### src/rtl/nor_seq_pkg.sv
package nor_seq_pkg;

    typedef enum logic [2:0] {
        OP_READ_ID      = 3'd0,
        OP_RESET        = 3'd1,
        OP_PROGRAM      = 3'd2,
        OP_SECTOR_ERASE = 3'd3,
        OP_CHIP_ERASE   = 3'd4,
        OP_CFI_QUERY    = 3'd5
    } nor_op_e;

    typedef enum logic [1:0] {
        CS_READY     = 2'd0,
        CS_BUSY      = 2'd1,
        CS_PROTECTED = 2'd2
    } ctrl_state_e;

    typedef enum logic [2:0] {
        ST_IDLE,
        ST_SETUP,
        ST_PULSE,
        ST_HOLD,
        ST_DONE
    } fsm_e;

    localparam int STEP_IDX_W = 3;
    localparam int CMD_WORD_W = 12;

    typedef struct packed {
        logic                  is_read;
        logic                  to_target;
        logic                  use_wdata;
        logic                  last;
        logic [1:0]            slot;
        logic [CMD_WORD_W-1:0] word;
        logic [7:0]            code;
    } step_t;

endpackage

### src/rtl/nor_seq_rom.sv
module nor_seq_rom
    import nor_seq_pkg::*;
(
    input  nor_op_e                 op,
    input  logic [STEP_IDX_W-1:0]   idx,
    output step_t                   step
);

    function automatic step_t mk(input logic rd, input logic tgt, input logic wd,
                                 input logic [CMD_WORD_W-1:0] w, input logic [7:0] c,
                                 input logic [1:0] s);
        step_t r;
        r.is_read   = rd;
        r.to_target = tgt;
        r.use_wdata = wd;
        r.last      = 1'b0;
        r.slot      = s;
        r.word      = w;
        r.code      = c;
        return r;
    endfunction

    logic [STEP_IDX_W-1:0] nsteps;
    logic [STEP_IDX_W-1:0] rel_id;
    logic [STEP_IDX_W-1:0] rel_cfi;
    step_t                 raw;

    assign rel_id  = idx - STEP_IDX_W'(3);
    assign rel_cfi = idx - STEP_IDX_W'(1);

    always_comb begin
        raw    = '0;
        nsteps = STEP_IDX_W'(1);
        unique case (op)
            OP_READ_ID: begin
                nsteps = STEP_IDX_W'(7);
                case (idx)
                    3'd0:    raw = mk(1'b0, 1'b0, 1'b0, 12'h555, 8'hAA, 2'd0);
                    3'd1:    raw = mk(1'b0, 1'b0, 1'b0, 12'h2AA, 8'h55, 2'd0);
                    3'd2:    raw = mk(1'b0, 1'b0, 1'b0, 12'h555, 8'h90, 2'd0);
                    default: raw = mk(1'b1, 1'b0, 1'b0,
                                      {8'h00, rel_id[1], rel_id[1], rel_id[1], rel_id[0]},
                                      8'h00, rel_id[1:0]);
                endcase
            end
            OP_RESET: begin
                nsteps = STEP_IDX_W'(1);
                raw    = mk(1'b0, 1'b0, 1'b0, 12'h000, 8'hF0, 2'd0);
            end
            OP_PROGRAM: begin
                nsteps = STEP_IDX_W'(4);
                case (idx)
                    3'd0:    raw = mk(1'b0, 1'b0, 1'b0, 12'h555, 8'hAA, 2'd0);
                    3'd1:    raw = mk(1'b0, 1'b0, 1'b0, 12'h2AA, 8'h55, 2'd0);
                    3'd2:    raw = mk(1'b0, 1'b0, 1'b0, 12'h555, 8'hA0, 2'd0);
                    default: raw = mk(1'b0, 1'b1, 1'b1, 12'h000, 8'h00, 2'd0);
                endcase
            end
            OP_SECTOR_ERASE, OP_CHIP_ERASE: begin
                nsteps = STEP_IDX_W'(6);
                case (idx)
                    3'd0, 3'd3: raw = mk(1'b0, 1'b0, 1'b0, 12'h555, 8'hAA, 2'd0);
                    3'd1, 3'd4: raw = mk(1'b0, 1'b0, 1'b0, 12'h2AA, 8'h55, 2'd0);
                    3'd2:       raw = mk(1'b0, 1'b0, 1'b0, 12'h555, 8'h80, 2'd0);
                    default: begin
                        if (op == OP_SECTOR_ERASE)
                            raw = mk(1'b0, 1'b1, 1'b0, 12'h000, 8'h30, 2'd0);
                        else
                            raw = mk(1'b0, 1'b0, 1'b0, 12'h555, 8'h10, 2'd0);
                    end
                endcase
            end
            OP_CFI_QUERY: begin
                nsteps = STEP_IDX_W'(5);
                if (idx == 3'd0)
                    raw = mk(1'b0, 1'b0, 1'b0, 12'h055, 8'h98, 2'd0);
                else
                    raw = mk(1'b1, 1'b0, 1'b0, 12'h010 + CMD_WORD_W'(rel_cfi), 8'h00, rel_cfi[1:0]);
            end
            default: raw = '0;
        endcase
    end

    always_comb begin
        step      = raw;
        step.last = (idx == nsteps - STEP_IDX_W'(1));
    end

endmodule

### src/rtl/nor_seq_timer.sv
module nor_seq_timer #(
    parameter int CNT_W = 4
) (
    input  logic             clk,
    input  logic             rst_n,
    input  logic             load,
    input  logic [CNT_W-1:0] load_val,
    output logic             expired
);

    logic [CNT_W-1:0] cnt;

    always_ff @(posedge clk or negedge rst_n) begin
        if (!rst_n)
            cnt <= '0;
        else if (load)
            cnt <= load_val;
        else if (cnt != '0)
            cnt <= cnt - CNT_W'(1);
    end

    assign expired = (cnt == '0);

endmodule

### src/rtl/nor_seq_addr.sv
module nor_seq_addr
    import nor_seq_pkg::*;
#(
    parameter int BANK_W = 20
) (
    input  logic [1:0]        bank,
    input  logic              wide,
    input  step_t             step,
    input  logic [BANK_W-1:0] target,
    output logic [BANK_W+1:0] addr
);

    logic [BANK_W-1:0] cmd_off;
    logic [BANK_W-1:0] off;

    assign cmd_off = BANK_W'(step.word) << wide;
    assign off     = step.to_target ? target : cmd_off;
    assign addr    = {bank, off};

endmodule

### src/rtl/nor_cmd_seq.sv
module nor_cmd_seq
    import nor_seq_pkg::*;
#(
    parameter int BANK_W = 20,
    parameter int DATA_W = 16,
    parameter int CNT_W  = 4
) (
    input  logic              clk,
    input  logic              rst_n,
    input  logic              req_valid,
    input  logic [2:0]        req_op,
    input  logic [BANK_W-1:0] req_addr,
    input  logic [DATA_W-1:0] req_wdata,
    output logic              req_ack,
    output logic              req_rej,
    input  logic [1:0]        cfg_bank_sel,
    input  logic              cfg_wide,
    input  logic              cfg_wprot,
    input  logic [CNT_W-1:0]  cfg_setup,
    input  logic [CNT_W-1:0]  cfg_pulse,
    input  logic [CNT_W-1:0]  cfg_hold,
    output logic [BANK_W+1:0] bus_addr,
    output logic [DATA_W-1:0] bus_dout,
    input  logic [DATA_W-1:0] bus_din,
    output logic              bus_ce_n,
    output logic              bus_we_n,
    output logic              bus_oe_n,
    output logic              busy,
    output logic              done,
    output logic [1:0]        ctrl_state,
    output logic [DATA_W-1:0] rd_data,
    output logic              rd_valid,
    output logic [1:0]        rd_slot
);

    fsm_e                  state, state_nx;
    nor_op_e               op_q;
    logic [STEP_IDX_W-1:0] idx_q;
    logic [BANK_W-1:0]     target_q;
    logic [DATA_W-1:0]     wdata_q;
    logic [1:0]            bank_q;
    logic                  wide_q;
    step_t                 step;
    logic                  t_exp;
    logic                  t_load;
    logic [CNT_W-1:0]      t_val;
    logic                  accept;
    logic                  op_ok;

    assign op_ok  = (req_op <= 3'd5);
    assign accept = req_valid && (state == ST_IDLE) && !cfg_wprot && op_ok;

    nor_seq_rom u_rom (
        .op   (op_q),
        .idx  (idx_q),
        .step (step)
    );

    nor_seq_timer #(.CNT_W(CNT_W)) u_timer (
        .clk      (clk),
        .rst_n    (rst_n),
        .load     (t_load),
        .load_val (t_val),
        .expired  (t_exp)
    );

    nor_seq_addr #(.BANK_W(BANK_W)) u_addr (
        .bank   (bank_q),
        .wide   (wide_q),
        .step   (step),
        .target (target_q),
        .addr   (bus_addr)
    );

    // next state and counter reload
    always_comb begin
        state_nx = state;
        t_load   = 1'b0;
        t_val    = cfg_setup;
        unique case (state)
            ST_IDLE: if (accept) begin
                state_nx = ST_SETUP;
                t_load   = 1'b1;
                t_val    = cfg_setup;
            end
            ST_SETUP: if (t_exp) begin
                state_nx = ST_PULSE;
                t_load   = 1'b1;
                t_val    = cfg_pulse;
            end
            ST_PULSE: if (t_exp) begin
                state_nx = ST_HOLD;
                t_load   = 1'b1;
                t_val    = cfg_hold;
            end
            ST_HOLD: if (t_exp) begin
                if (step.last) begin
                    state_nx = ST_DONE;
                end else begin
                    state_nx = ST_SETUP;
                    t_load   = 1'b1;
                    t_val    = cfg_setup;
                end
            end
            ST_DONE: state_nx = ST_IDLE;
        endcase
    end

    // state register and sequence context
    always_ff @(posedge clk or negedge rst_n) begin
        if (!rst_n) begin
            state    <= ST_IDLE;
            op_q     <= OP_RESET;
            idx_q    <= '0;
            target_q <= '0;
            wdata_q  <= '0;
            bank_q   <= '0;
            wide_q   <= 1'b0;
            rd_data  <= '0;
            rd_valid <= 1'b0;
            rd_slot  <= '0;
        end else begin
            state    <= state_nx;
            rd_valid <= 1'b0;
            if (accept) begin
                op_q     <= nor_op_e'(req_op);
                idx_q    <= '0;
                target_q <= req_addr;
                wdata_q  <= req_wdata;
                bank_q   <= cfg_bank_sel;
                wide_q   <= cfg_wide;
            end
            if (state == ST_PULSE && t_exp && step.is_read) begin
                rd_data  <= bus_din;
                rd_valid <= 1'b1;
                rd_slot  <= step.slot;
            end
            if (state == ST_HOLD && t_exp && !step.last)
                idx_q <= idx_q + STEP_IDX_W'(1);
        end
    end

    // outputs
    always_comb begin
        bus_ce_n   = 1'b1;
        bus_we_n   = 1'b1;
        bus_oe_n   = 1'b1;
        busy       = (state != ST_IDLE);
        done       = (state == ST_DONE);
        req_ack    = accept;
        req_rej    = req_valid && !accept;
        bus_dout   = step.use_wdata ? wdata_q : DATA_W'(step.code);
        unique case (state)
            ST_IDLE, ST_DONE: ;
            ST_SETUP, ST_HOLD: bus_ce_n = 1'b0;
            ST_PULSE: begin
                bus_ce_n = 1'b0;
                bus_we_n = step.is_read;
                bus_oe_n = !step.is_read;
            end
        endcase
        if (busy)
            ctrl_state = CS_BUSY;
        else if (cfg_wprot)
            ctrl_state = CS_PROTECTED;
        else
            ctrl_state = CS_READY;
    end

endmodule

### config.mk
export PLATFORM = sky130hd
export DESIGN_NAME = nor_cmd_seq
export DESIGN_NICKNAME = d
export VERILOG_FILES = /design/src/rtl/nor_seq_pkg.sv /design/src/rtl/nor_seq_rom.sv /design/src/rtl/nor_seq_timer.sv /design/src/rtl/nor_seq_addr.sv /design/src/rtl/nor_cmd_seq.sv
export SDC_FILE = /design/constraint.sdc
export NUM_CORES = 1
export LEC_CHECK = 0
export BUFFER_PORTS_ARGS = -buffer_cell sky130_fd_sc_hd__buf_2
export CAP_MARGIN = 20
export CORE_ASPECT_RATIO = 2
export CORE_MARGIN = 2
export CORE_UTILIZATION = 45
export CTS_CLUSTER_DIAMETER = 150
export DETAILED_ROUTE_END_ITERATION = 8
export PLACE_DENSITY = 0.83
export SLEW_MARGIN = 25
export SYNTH_ARGS = -nofsm -noshare
export SYNTH_HDL_FRONTEND = slang
export SYNTH_SLANG_ARGS = --single-unit
### constraint.sdc
create_clock -name clk -period 5.35 [get_ports clk]
set_clock_uncertainty 0.15 [all_clocks]
set_input_delay 1.07 -clock clk [delete_from_list [all_inputs] [get_ports clk]]
set_output_delay 1.07 -clock clk [all_outputs]
set_load 0.1 [all_outputs]
==> results of run 1 <==
==> placed cells by master, fill, tap and decap left out, types with 3 or more instances in the layout <==
cell type	netlist	layout
xnor2_1	3	3
nor3_1	8	8
o21bai_1	5	5
buf_2	4	137
a22o_1	3	3
and2_1	21	21
mux2_4	17	17
o211ai_1	6	6
mux2_2	3	3
ha_1	8	8
nand3_1	6	6
nor2b_1	10	10
a211o_1	3	3
buf_4	3	4
nand2b_1	4	4
nand2_1	146	146
o21ai_0	18	18
and3_1	3	3
a21oi_1	12	12
inv_1	15	15
a21o_1	3	3
a31oi_1	3	3
dfrtp_1	70	70
nor2_1	29	29
a211oi_1	4	4
clkbuf_16	0	9
o22ai_1	5	5
==> critical path: stages (launching register included) <==
cell and delay (ns):
dfrtp_1 0.58, inv_1 0.19, ha_1 0.41, o31ai_2 0.55, and3_1 0.52, nor2_1 0.10
a211oi_1 0.33, buf_2 0.49
==> final cells by class <==
class                           instances  area [um^2]  area share [%]
Multi-Input combinational cell        364         2180            41.9
Sequential cell                        71         1780            34.2
Timing Repair Buffer                  142          736            14.1
Clock buffer                           11          243            4.66
Tap cell                              102          128            2.45
Clock inverter                          5         81.3            1.56
Inverter                               15         56.3            1.08
==> logic make-up (layout without fill, tap and decap cells) <==
family / count (synthesis) / in the layout / synth area share [%]
simple gates: 239 / 239 / 25.8
compound gates: 89 / 89 / 15.2
flops: 71 / 71 / 42.7
buf+inv: 45 / 173 / 4.99
mux: 22 / 22 / 7.42
fa+ha+maj: 8 / 8 / 2.40
xor+xnor: 6 / 6 / 1.44
==> cells in the mapped netlist (3+ instances only) <==
cell type / number
xnor2_1: 3
dfrtp_1: 70
nor3_1: 8
ha_1: 8
a21o_1: 3
inv_1: 15
nand2b_1: 4
a211o_1: 3
a211oi_1: 4
mux2_2: 3
o22ai_1: 5
nand2_1: 146
o21ai_0: 18
nor2_1: 29
and3_1: 3
a21oi_1: 12
buf_6: 3
nor2b_1: 10
buf_1: 4
a31oi_1: 3
nand3_1: 6
o211ai_1: 6
mux2_4: 17
o21bai_1: 5
buf_4: 3
clkbuf_1: 16
and2_1: 21
a22o_1: 3
buf_2: 4
==> sequential cells by signal, summed over array words and instances (netlist names) <==
| name | count |
|---|---|
| rd_slot | 2 |
| op_q | 3 |
| idx_q | 3 |
| state | 3 |
| wdata_q | 16 |
| wide_q | 1 |
| rd_valid | 1 |
| bank_q | 2 |
| u_timer.cnt | 4 |
| rd_data | 16 |
| target_q | 20 |
==> metrics by stage <==
step                      instances  cell area, um^2  setup WS [ns]  util (%)
after global routing            710             5200          0.456      57.8
final                           710             5200          0.622      57.8
after global placement          694             4880           1.11      54.2
after CTS                       710             5200          0.619      57.8
after detailed placement        694             4880           1.02      54.2
after floorplan                 480             4170         0.0819         -
==> final timing paths <==
kind                               end  depth (start not counted)      start
max                        bus_addr[5]                          7   idx_q[0]
min                          bank_q[0]                          2  bank_q[0]
max reg2reg                   idx_q[0]                          8    op_q[2]
min reg2reg                  bank_q[0]                          2  bank_q[0]
max in group asynchronous   rd_data[8]                          1      rst_n
min in group asynchronous     state[1]                          1      rst_n
==> metal layers <==
| layer | GRT usage, % | vias up | share of wire [%] |
|---|---|---|---|
| met4 | 12.3 | 0 | 4.1 |
| met2 | 44.6 | 139 | 56 |
| li1 | - | 1861 | - |
| met1 | 24.7 | 1844 | 36 |
| met5 | 0 | - | 0 |
| met3 | 4.53 | 31 | 4.1 |
==> run metrics, run 1 <==
port bufs 139; final hold vios 0; Antenna Cells 0; Setup TNS 0 ns; WL per Instance 16.6 um; placer congestion estimate 0.994; clock tree root buffer cell clkbuf_16; antenna-violating nets left 0; Row Count 49; post-cts sizing count 0; number of setup violations in the final report 0; clock buffer depth 2; DRC errors left 0; synth warn 0; first-pass GRT wire length 19.0 mm; Critical Path RT 4.13 ns; ys async rst share 100%; RSZ-0062 raised after global routing false; hpwl dp 8.73 mm; Slew headroom 39.2%; global route overflow 0; Fin Hold WS 0.315 ns; flop2flop setup slack 2.06 ns; WP data arrival 3.51 ns; Initial Util 46.2%; Worst setup EP type output port; total number of vias 3,875; htree depth 3; Post-Syn Area 4160 um^2; final worst-path cycle share 88.4%; Worst-Margin Slew 0.911 ns; fmax 211 MHz; vias per cell 5.46; # fillers 826; total CTS buffers 9; chip height 140 um; top-area cell type share of the netlist area 42.1%; nets 685; classification of the worst-slack hold path reg2reg; CTS tree yes; clk_lat worst skew 0.33 ns; CP Class reg2out; die span in x 72.0 um; EDFF count, synth 0; die area 10,100 um^2; CTS clock-pin slew for the worst setup and hold paths 0.06 ns; largest cells by area after synthesis dfrtp_1 42%, nand2_1 13%, mux2_4 6.1%, and2_1 3.2%, nor2_1 2.6%; Iteration-0 DRC Markers 170; number of global-route vias before repair 3,885; Layout area overhead 25.0%; syn avg cell area 8.67 um^2; I/O pin total 140; post-synth top area cell dfrtp_1; number of distinct library cells after synthesis 64; fin crit period 4.73 ns; GRT Overall Usage 24.1%; Yosys reg bits 71; CP startpoint kind flop; Setup Buffers After CTS 0; clock sink count 71; run status finished, final reports clean; largest net degree at the start of global routing 72; final wirelength 11.8 mm; ratio of cells with drive above 1 in the final layout 30.9%; Syn Inst Count 480; DRT Pass-1 Iters 4; hold buffer count at CTS 0; core region area 9010 um^2; syn_nets 562; max_cap viols 0; Slew Viols, Final 0; Max FO, Critical Path 15; sequential-to-total area share from yosys stat 42.7%; Top FF cell, synth dfrtp_1; antenna violations before repair 0
Power of run 1 is left out: the tool's default activity adds up to more than one toggle a clock period on the data nets, which glitch-free logic cannot reach.
==> inputs of run 2 (changes only) <==
--- a/config.mk
+++ b/config.mk
@@ -7,12 +7,14 @@
 export LEC_CHECK = 0
 export BUFFER_PORTS_ARGS = -buffer_cell sky130_fd_sc_hd__buf_2
 export CAP_MARGIN = 20
+export CELL_PAD_IN_SITES_DETAIL_PLACEMENT = 0
+export CELL_PAD_IN_SITES_GLOBAL_PLACEMENT = 1
 export CORE_ASPECT_RATIO = 2
 export CORE_MARGIN = 2
-export CORE_UTILIZATION = 45
+export CORE_UTILIZATION = 40
 export CTS_CLUSTER_DIAMETER = 150
 export DETAILED_ROUTE_END_ITERATION = 8
-export PLACE_DENSITY = 0.83
+export PLACE_DENSITY = 0.95
 export SLEW_MARGIN = 25
 export SYNTH_ARGS = -nofsm -noshare
 export SYNTH_HDL_FRONTEND = slang
==> constraint.sdc (replaced) <==
create_clock -name clk -period 6 [get_ports clk]
set_clock_uncertainty 0.15 [all_clocks]
set_input_delay 1.2 -clock clk [delete_from_list [all_inputs] [get_ports clk]]
set_output_delay 1.2 -clock clk [all_outputs]
set_load 0.1 [all_outputs]
==> run metrics, run 2 (same netlist as run 1, synthesis figures left out) <==
Critical Path RT 4.65 ns; Worst-Margin Slew 0.912 ns; Setup Buffers After CTS 0; total CTS buffers 9; run status finished, final reports clean; Most flops, register target_q; DRC errors left 0; classification of the worst-slack hold path reg2reg; ratio of cells with drive above 1 in the final layout 30.5%; hpwl dp 8.90 mm; biggest regs target_q x20, rd_data x16, wdata_q x16; max reg flops 20; Iteration-0 DRC Markers 200; DRT Pass-1 Iters 4; chip height 148 um; Slew Viols, Final 0; Worst setup EP type output port; antenna violations before repair 0; Max FO, Critical Path 20; # fillers 1,024; Slew headroom 39.2%; max_cap viols 0; final hold vios 0; number of global-route vias before repair 3,954; port bufs 139; CP startpoint kind flop; nets 684; htree depth 3; Layout area overhead 24.8%; global route overflow 0; hold buffer count at CTS 0; fmax 201 MHz; fin crit period 4.96 ns; largest net degree at the start of global routing 72; commonest non-fill, non-tap cell in the layout nand2_1; clk_lat worst skew 0.33 ns; Initial Util 41.0%; post-cts sizing count 0; CP Class reg2out; placer congestion estimate 0.909; antenna-violating nets left 0; Antenna Cells 0; die span in x 76.1 um; vias per cell 5.21; GRT Overall Usage 21.3%; clock buffer depth 2; number of setup violations in the final report 0; CTS tree yes; WP data arrival 3.61 ns; I/O pin total 140; CTS clock-pin slew for the worst setup and hold paths 0.05 ns; final worst-path cycle share 82.7%; commonest cells after routing, fill and taps aside 146 x nand2_1, 137 x buf_2, 70 x dfrtp_1; total number of vias 3,857; WL per Instance 16.0 um; clock sink count 71; die area 11,300 um^2; Row Count 52; clock tree root buffer cell clkbuf_16; Setup TNS 0 ns; RSZ-0062 raised after global routing false; first-pass GRT wire length 19.2 mm; final wirelength 11.9 mm; core region area 10,100 um^2
-- run 2: final cells by class --
class                           instances  area, um^2  area share [%]
Clock buffer                           10         229            4.41
Clock inverter                          5        58.8            1.13
Inverter                               15        56.3            1.08
Multi-Input combinational cell        364        2180            41.9
Sequential cell                        71        1780            34.2
Tap cell                              135         169            3.25
Timing Repair Buffer                  141         728            14.0
-- run 2: routing by layer --
| layer | share of wire [%] | vias to the layer above | track usage, % |
|---|---|---|---|
| met2 | 56 | 135 | 40.0 |
| met4 | 4.6 | 0 | 12.8 |
| li1 | - | 1866 | - |
| met1 | 35 | 1817 | 21.6 |
| met5 | 0 | - | 0 |
| met3 | 4.3 | 39 | 3.76 |
-- run 2: worst max-delay path, stage by stage, from the launching register on --
cell      delay [ns]
dfrtp_1         0.59
inv_1           0.18
ha_1            0.41
o31ai_2         0.57
and3_1          0.68
nor3_1          0.15
a211oi_1        0.23
buf_2           0.46
-- run 2: worst paths after layout --
kind / start / end / slack, ns / depth (start not counted)
setup reg to reg: op_q[2] / idx_q[0] / 2.68 / 8
hold / removal: target_q[17] / target_q[17] / 0.31 / 2
hold reg to reg: target_q[17] / target_q[17] / 0.31 / 2
min in group asynchronous: rst_n / wdata_q[12] / 0.84 / 1
max in group asynchronous: rst_n / rd_data[13] / 4.25 / 1
setup / recovery: idx_q[0] / bus_addr[7] / 1.04 / 7
-- run 2: stage by stage --
| step | setup WS (ns) | util [%] | area, um^2 | hold WS (ns) | std cells |
|---|---|---|---|---|---|
| floorplan | 0.485 | - | 4160 | 0.287 | 480 |
| global placement | 1.44 | 48.4 | 4910 | 0.301 | 726 |
| detailed placement | 1.39 | 48.4 | 4910 | 0.304 | 726 |
| CTS | 1.02 | 51.2 | 5200 | 0.318 | 741 |
| global route | 0.713 | 51.2 | 5200 | 0.342 | 741 |
| finish | 1.04 | 51.2 | 5200 | 0.313 | 741 |
Power of run 2 is left out for the same reason.
==> inputs of run 3 (changes only) <==
--- a/config.mk
+++ b/config.mk
@@ -11,10 +11,10 @@
 export CELL_PAD_IN_SITES_GLOBAL_PLACEMENT = 1
 export CORE_ASPECT_RATIO = 2
 export CORE_MARGIN = 2
-export CORE_UTILIZATION = 40
+export CORE_UTILIZATION = 33
 export CTS_CLUSTER_DIAMETER = 150
 export DETAILED_ROUTE_END_ITERATION = 8
-export PLACE_DENSITY = 0.95
+export PLACE_DENSITY = 0.86
 export SLEW_MARGIN = 25
 export SYNTH_ARGS = -nofsm -noshare
 export SYNTH_HDL_FRONTEND = slang
==> constraint.sdc (replaced) <==
create_clock -name clk -period 4.3 [get_ports clk]
set_clock_uncertainty 0.15 [all_clocks]
set_input_delay 0.86 -clock clk [delete_from_list [all_inputs] [get_ports clk]]
set_output_delay 0.86 -clock clk [all_outputs]
set_load 0.1 [all_outputs]
==> run metrics, run 3 (same netlist as run 1, synthesis figures left out) <==
run status finished, final reports clean; placer congestion estimate 0.895; flop2flop setup slack 1.22 ns; clock buffer depth 2; Initial Util 33.5%; # fillers 1,247; CP Class reg2out; first-pass GRT wire length 17.9 mm; final wirelength 10.9 mm; Critical Path RT 3.29 ns; max reg flops 20; clk_lat worst skew 0.33 ns; total CTS buffers 9; Worst-Margin Slew 0.897 ns; number of setup violations in the final report 0; classification of the worst-slack hold path reg2reg; Antenna Cells 0; total number of vias 3,777; DRC errors left 0; GRT Overall Usage 16.3%; clock sink count 71; Iteration-0 DRC Markers 164; ratio of cells with drive above 1 in the final layout 32.2%; largest net degree at the start of global routing 72; Max FO, Critical Path 20; global route overflow 0; fmax 246 MHz; DRT Pass-1 Iters 5; Layout area overhead 29.1%; clock tree root buffer cell clkbuf_16; CP startpoint kind flop; CTS clock-pin slew for the worst setup and hold paths 0.06 ns; final worst-path cycle share 94.3%; Setup TNS 0 ns; die span in x 83.4 um; RSZ-0062 raised after global routing false; max_cap viols 0; Row Count 58; commonest non-fill, non-tap cell in the layout nand2_1; antenna-violating nets left 0; nets 688; antenna violations before repair 0; port bufs 139; htree depth 3; core region area 12,400 um^2; number of global-route vias before repair 3,641; vias per cell 4.96; Slew Viols, Final 0; biggest regs target_q x20, rd_data x16, wdata_q x16; die area 13,600 um^2; final hold vios 0; commonest cells after routing, fill and taps aside 146 x nand2_1, 133 x buf_2, 70 x dfrtp_1; Worst setup EP type output port; hpwl dp 7.84 mm; fin crit period 4.06 ns; I/O pin total 140; CTS tree yes; Slew headroom 40.2%; Most flops, register target_q; WP data arrival 3.05 ns; WL per Instance 14.3 um; chip height 163 um; hold buffer count at CTS 0
## run 3: through the flow
| stage | instances | util, % | hold slack, ns | instance area (um^2) | setup WS (ns) |
|---|---|---|---|---|---|
| after global routing | 761 | 43.3 | 0.336 | 5380 | 0.0286 |
| after detailed placement | 745 | 40.6 | 0.305 | 5030 | 0.373 |
| after CTS | 761 | 43.2 | 0.320 | 5370 | 0.00553 |
| after global placement | 745 | 40.6 | 0.301 | 5030 | 0.530 |
| after floorplan | 480 | - | 0.287 | 4180 | 0.118 |
| final | 761 | 43.3 | 0.315 | 5380 | 0.243 |
## run 3: critical path, stage by stage, from the launching register on
cell,delay (ns)
dfrtp_1,0.58
inv_1,0.18
ha_2,0.32
o31ai_2,0.49
and3_1,0.23
buf_4,0.23
nor3_1,0.11
a211oi_2,0.34
buf_12,0.22
## run 3: final timing paths
check,start,end,cells after the start
max reg2reg,op_q[0],u_timer.cnt[3],8
max in group asynchronous,rst_n,wide_q,1
min reg2reg,target_q[19],target_q[19],2
min in group asynchronous,rst_n,rd_data[4],1
min,target_q[19],target_q[19],2
max,idx_q[0],bus_addr[7],8
## run 3: metal layers
layer / up-vias / global-route usage (%) / share of wire (%)
li1: 1873 / - / -
met1: 1725 / 21.9 / 45
met2: 164 / 25.0 / 45
met3: 15 / 4.66 / 8.3
met4: 0 / 5.65 / 1.7
met5: - / 0 / 0
## run 3: area by class of cell
type,count,area [um^2],area share (%)
well taps,150,188,3.49
clock inverters,5,80.1,1.49
repair buffers,145,818,15.2
multi-input cells,364,2200,41.0
inverters,15,56.3,1.05
flip-flops and latches,71,1780,33.1
clock buffers,11,253,4.70
## run 3: timing repair
action,in CTS,in global routing
setup buffers,0,0
setup endpoints to repair,0,25
gates resized for setup,0,3
Power of run 3 is left out for the same reason.
